**src/rtl/aics_seq.sv**
```systemverilog
module aics_seq #(
  parameter int LIST_DEPTH = 16,
  parameter int RES_DEPTH  = 16,
  parameter int RES_W      = 12
) (
  input  logic             clk,
  input  logic             rst_n,
  input  logic [1:0]       bus_addr,
  input  logic             bus_wr,
  input  logic             bus_rd,
  input  logic [15:0]      bus_wdata,
  output logic [15:0]      bus_rdata,
  input  logic             ext_trig,
  output logic             conv_req,
  output logic [3:0]       conv_chan,
  output logic [1:0]       conv_gain,
  output logic             conv_unipolar,
  output logic             conv_diff,
  input  logic             conv_done,
  input  logic [RES_W-1:0] conv_result,
  output logic             irq
);
  localparam int LAW = $clog2(LIST_DEPTH);
  localparam int RAW = $clog2(RES_DEPTH);
  localparam logic [LAW:0] LFULL = (LAW+1)'(LIST_DEPTH);
  localparam logic [RAW:0] RFULL = (RAW+1)'(RES_DEPTH);
  localparam logic [RAW:0] RHALF = (RAW+1)'(RES_DEPTH / 2);
  localparam logic [RAW:0] RHALF_M1 = (RAW+1)'(RES_DEPTH / 2 - 1);

  logic [15:0] ctrl1, ctrl2;
  logic [7:0] list_mem [LIST_DEPTH];
  logic [LAW:0] list_cnt;
  logic [LAW-1:0] list_ptr;
  logic [RES_W-1:0] res_mem [RES_DEPTH];
  logic [RAW-1:0] res_wp, res_rp;
  logic [RAW:0] res_cnt;
  logic active, scan_run, flag_hf, flag_ext;

  logic [1:0] mode;
  logic sel_c1, sel_c2, sel_st, sel_dat;
  logic list_on, res_on, res_empty, res_full, list_full;
  logic ext_go, trig, start, finish, wrap, push, pop, lwr;
  logic hf_set, ext_set, st_clr;
  logic [15:0] status;

  assign mode      = ctrl1[1:0];
  assign sel_c1    = bus_addr == 2'd0;
  assign sel_c2    = bus_addr == 2'd1;
  assign sel_st    = bus_addr == 2'd2;
  assign sel_dat   = bus_addr == 2'd3;
  assign list_on   = ctrl2[9];
  assign res_on    = ctrl2[10];
  assign res_empty = res_cnt == '0;
  assign res_full  = res_cnt == RFULL;
  assign list_full = list_cnt == LFULL;

  assign ext_go = ext_trig && mode[1] && !scan_run;
  assign trig   = (mode == 2'd1 && bus_rd && sel_c1) || ext_go || (scan_run && mode == 2'd2);
  assign start  = trig && !active && list_on && res_on && list_cnt != '0;
  assign finish = active && conv_done;
  assign wrap   = ({1'b0, list_ptr} + (LAW+1)'(1)) == list_cnt;
  assign push   = finish && res_on && !res_full;
  assign pop    = bus_rd && sel_dat && !res_empty;
  assign lwr    = bus_wr && sel_dat && list_on && !list_full;
  assign hf_set  = ctrl1[8] && push && !pop && res_cnt == RHALF_M1;
  assign ext_set = ctrl1[9] && ext_trig;
  assign st_clr  = bus_wr && sel_st;

  assign {conv_diff, conv_unipolar, conv_gain, conv_chan} = list_mem[list_ptr];
  assign conv_req = active;
  assign irq      = ctrl1[15] && (flag_hf || flag_ext);
  assign status   = {6'b0, flag_ext, flag_hf, 3'b0, res_full, res_cnt >= RHALF,
                     res_empty, list_full, active};

  always_comb begin
    case (bus_addr)
      2'd0:    bus_rdata = ctrl1;
      2'd1:    bus_rdata = ctrl2;
      2'd2:    bus_rdata = status;
      default: bus_rdata = res_empty ? 16'h0 : 16'(res_mem[res_rp]);
    endcase
  end

  always_ff @(posedge clk or negedge rst_n) begin
    if (!rst_n) begin
      ctrl1 <= '0;
      ctrl2 <= '0;
    end else begin
      if (bus_wr && sel_c1) ctrl1 <= bus_wdata;
      if (bus_wr && sel_c2) ctrl2 <= bus_wdata;
    end
  end

  always_ff @(posedge clk or negedge rst_n) begin
    if (!rst_n) begin
      active   <= 1'b0;
      scan_run <= 1'b0;
    end else begin
      if (finish)     active <= 1'b0;
      else if (start) active <= 1'b1;
      if (!list_on || !res_on || mode != 2'd2) scan_run <= 1'b0;
      else if (finish && wrap)                 scan_run <= 1'b0;
      else if (start && ext_go)                scan_run <= 1'b1;
    end
  end

  always_ff @(posedge clk or negedge rst_n) begin
    if (!rst_n) begin
      list_cnt <= '0;
      list_ptr <= '0;
    end else if (!list_on) begin
      list_cnt <= '0;
      list_ptr <= '0;
    end else begin
      if (finish) list_ptr <= wrap ? '0 : list_ptr + LAW'(1);
      if (lwr)    list_cnt <= list_cnt + (LAW+1)'(1);
    end
  end

  always_ff @(posedge clk) begin
    if (lwr) list_mem[list_cnt[LAW-1:0]] <= bus_wdata[7:0];
    if (push) res_mem[res_wp] <= conv_result;
  end

  always_ff @(posedge clk or negedge rst_n) begin
    if (!rst_n) begin
      res_wp  <= '0;
      res_rp  <= '0;
      res_cnt <= '0;
    end else if (!res_on) begin
      res_wp  <= '0;
      res_rp  <= '0;
      res_cnt <= '0;
    end else begin
      if (push) res_wp <= res_wp + RAW'(1);
      if (pop)  res_rp <= res_rp + RAW'(1);
      res_cnt <= res_cnt + {{RAW{1'b0}}, push} - {{RAW{1'b0}}, pop};
    end
  end

  always_ff @(posedge clk or negedge rst_n) begin
    if (!rst_n) begin
      flag_hf  <= 1'b0;
      flag_ext <= 1'b0;
    end else begin
      flag_hf  <= hf_set || (flag_hf && !st_clr);
      flag_ext <= ext_set || (flag_ext && !st_clr);
    end
  end
endmodule

```
**config.mk**
```make
export PLATFORM = sky130hd
export DESIGN_NAME = aics_seq
export DESIGN_NICKNAME = d
export VERILOG_FILES = /design/src/rtl/aics_seq.sv
export SDC_FILE = /design/constraint.sdc
export NUM_CORES = 1
export LEC_CHECK = 0
export CORE_ASPECT_RATIO = 0.8
export CORE_MARGIN = 4
export CORE_UTILIZATION = 40
export DETAILED_ROUTE_END_ITERATION = 12
export PLACE_DENSITY = 0.55
export SLEW_MARGIN = 20
export SYNTH_ARGS = -nofsm -noshare
export SYNTH_HDL_FRONTEND = slang
export SYNTH_SLANG_ARGS = --single-unit
```
**constraint.sdc**
```tcl
create_clock -name clk -period 3.9 [get_ports clk]
set_input_delay 0.39 -clock clk [delete_from_list [all_inputs] [get_ports clk]]
set_output_delay 0.39 -clock clk [all_outputs]
set_load 0.01 [all_outputs]
```
==> key figures <==
Worst setup path
  – CP Max Fanout: 11
  – Required @ worst endpoint: 3.51 ns
  – Crit Path Class: reg -> out
  – Reg2Reg Depth: 15
  – Critical Path AT: 3.40 ns
  – Startpoint Class: register
  – Worst setup EP type: output port

Cells and area
  – Nets: 1008
  – Area Growth Syn to Fin: 15.9%
  – Antenna diodes: 0
  – Finished Core Util: 47.1%
  – Multi-input gate area: 4270 sq um
  – Final Instance Count excl. Fillers: 1480
  – FF/Latch Area: 11100 sq um
  – Layout filler cell count: 3211
  – Commonest non-fill, non-tap cell in the layout: edfxtp_1
  – Commonest cells after routing, fill and taps aside: edfxtp_1, mux4_2, clkdlybuf4s50_1
  – Post-route design area: 18100 sq um
  – Layout cell share with drive strength beyond 1: 21.2%

Synth
  – Synth Net Count: 917
  – Avg Inst Size Synth: 18.1 sq um
  – Post-synthesis sequential area ratio: 70.9%
  – Top area cells in the synthesized netlist: edfxtp_1, mux4_2, dfrtp_1, mux2_2, mux2i_1
  – Ys Warns: 0
  – Top-area cell type share of the netlist area: 61.6%
  – Mapped cell area: 15600 sq um
  – Post-synth ARST share: 15.3%
  – Largest area contributor in the netlist: edfxtp_1
  – Synth unique cells: 55
  – Ys flop type: edfxtp_1
  – Synth Instances: 863
  – Post-synth EDFFs: 320
  – #FFs+latches synth: 378

Clocking
  – Clock Tree Buf Depth: 3
  – H-Tree Depth: 2
  – Root buf cell: clkbuf_16
  – Skew-Pair Late Insertion Delay: 0.55 ns
  – Clock sink count: 378
  – TritonCTS clock tree: built
  – Setup Fix Bufs, Post-CTS: 0
  – Reg clk slew, reported paths: 0.06 ns
  – Total CTS buffers: 40

Global route
  – First-pass GRT wire length: 54.4 mm
  – Gr ovfl total: 0
  – Total track usage: 17.3%
  – Initial antenna violation count: 1
  – Vias in the first global route: 8260
  – Pin count of the biggest net entering global routing: 35

Pwr
  – Sequential share of power: 51.7%
  – Clock power frac: 39.6%
  – Combinational power share: 8.6%
  – P_int: 6810 uW
  – Pwr/cell area: 488 nW/um^2
  – Total power: 8820 uW
  – Net switching power: 2010 uW
  – Sw frac: 22.8%
  – Peak VDD IR: 0.339 mV
  – Leakage: 0.00599 uW

Place
  – Routability Congestion: 0.811
  – Port Buffers: 61
  – DP Cell Count: 1406
  – HPWL after detailed placement: 24.2 mm
  – Placed Area: 16900 sq um

STA
  – Fin crit share: 97.3%
  – Clock skew: 0.0237 ns
  – Max-slew violations: 0
  – Final TNS setup: 0 ns
  – RSZ-0062 raised after global routing: no
  – Max-slew headroom: 33.9%
  – Final-report hold violation count: 0
  – Crit path time final: 3.79 ns
  – F_max: 0.264 GHz
  – Setup-failing EPs final: 0
  – Worst-margin pin slew: 0.989 ns

Worst hold path
  – HP Class: in -> async

Detailed routing
  – WL/cell: 24.5 um
  – Vias/cell: 5.43
  – Via count: 8035
  – DR pass1 iterations: 4
  – DR DRC count: 0
  – Final wirelength: 36.2 mm
  – 1st-iter DRT viols: 608
  – Number of nets with antenna violations after routing: 0

Status
  – Outcome: complete, no violations

Floorplanning
  – Die height: 185 um
  – Io pins: 62
  – Initial Util: 40.7%
  – Die width: 229 um
  – Core area: 38400 sq um
  – Die ar.: 42300 sq um
  – Site Rows: 64

Run
  – Max_cap viols: 0
## path summary, 6_finish.rpt
kind	slack, ns	to	start
min	0.47	res_wp[2]$_DFFE_PN0P_	rst_n
max	0.11	bus_rdata[9]	res_cnt[2]$_DFF_PN0_
max reg2reg	0.82	res_cnt[4]$_DFF_PN0_	res_cnt[2]$_DFF_PN0_
max in group asynchronous	2.54	res_rp[0]$_DFFE_PN0P_	rst_n
min reg2reg	0.50	ctrl1[7]$_DFFE_PN0P_	ctrl1[7]$_DFFE_PN0P_
min in group clk	0.49	ctrl2[13]$_DFFE_PN0P_	bus_wdata[13]
## metal layers
metal  share of wire, %  global-route usage [%]
met1                 51                    27.7
met2                 42                    24.7
met3                4.6                    2.66
met4                2.2                    4.57
met5              0.022                       0
## layout make-up
type | count | share of cell area [%]
Sequential cell | 378 | 61.2
Multi-Input combinational cell | 424 | 23.6
Clock buffer | 46 | 5.66
Timing Repair Buffer | 94 | 4.80
Tap cell | 495 | 3.43
Clock inverter | 27 | 0.983
Inverter | 16 | 0.332
## cell usage after synthesis (4+ instances only)
cell type / instances
edfxtp_1: 320
mux4_2: 65
dfrtp_1: 58
mux2i_1: 55
mux2_2: 51
nand2_1: 34
and2_1: 33
o21ai_0: 28
clkbuf_1: 20
buf_2: 17
ha_1: 17
inv_1: 16
a21oi_1: 15
nor2_1: 14
a221oi_1: 10
and3_1: 9
a22oi_1: 8
nand3_1: 8
nor2b_1: 7
xnor2_1: 7
o221ai_1: 6
nand4_1: 5
xor2_1: 5
a22o_1: 4
nor3_1: 4
## through the flow
stage	hold slack [ns]	setup slack [ns]
after floorplan	0.0944	1.11
after global placement	0.487	0.649
after detailed placement	0.495	0.645
after CTS	0.462	0.0936
after global routing	0.496	0.00321
final	0.466	0.106
## worst max-delay path, cell delays in order, from the launching register on
cell	delay, ns
dfrtp_1	0.38
inv_1	0.11
ha_1	0.22
or4b_1	0.46
and3_1	0.28
and2_4	0.24
a221oi_1	0.47
o21ai_0	0.17
clkdlybuf4s50_1	0.52
## what timing repair did
item | 4_1_cts | 5_1_grt
hold endpoints to repair | 33 | 0
gates resized for setup | 0 | 0
endpoints found under the setup margin | 0 | 0
hold buffers | 1 | 0
## power groups by stage
stage	clock (uW)	sequential [uW]	combinational, uW
floorplan	0	4590	476
global placement	0	4650	760
finish	3500	4570	760
CTS	3600	4570	772
detailed placement	0	4650	769
global route	3790	4580	832
## cells by family after synthesis
| kind of cell | share of synthesized area [%] |
|---|---|
| DFF | 70.9 |
| muxes | 16.6 |
| and+or+nand+nor | 4.56 |
| AOI/OAI and AO/OA | 4.02 |
| buffers and inverters | 1.80 |
| adders and majority gates | 1.49 |
| xor gates and xnor gates | 0.673 |
## sequential cells by signal, indices dropped and copies added (netlist names)
signal    cells
ctrl1        16
ctrl2        16
scan_run      1
list_cnt      5
res_mem     192
flag_hf       1
list_mem    128
flag_ext      1
res_rp        4
res_wp        4
list_ptr      4
conv_req      1
res_cnt       5
Note: power is estimated with default switching activity, not from simulation.
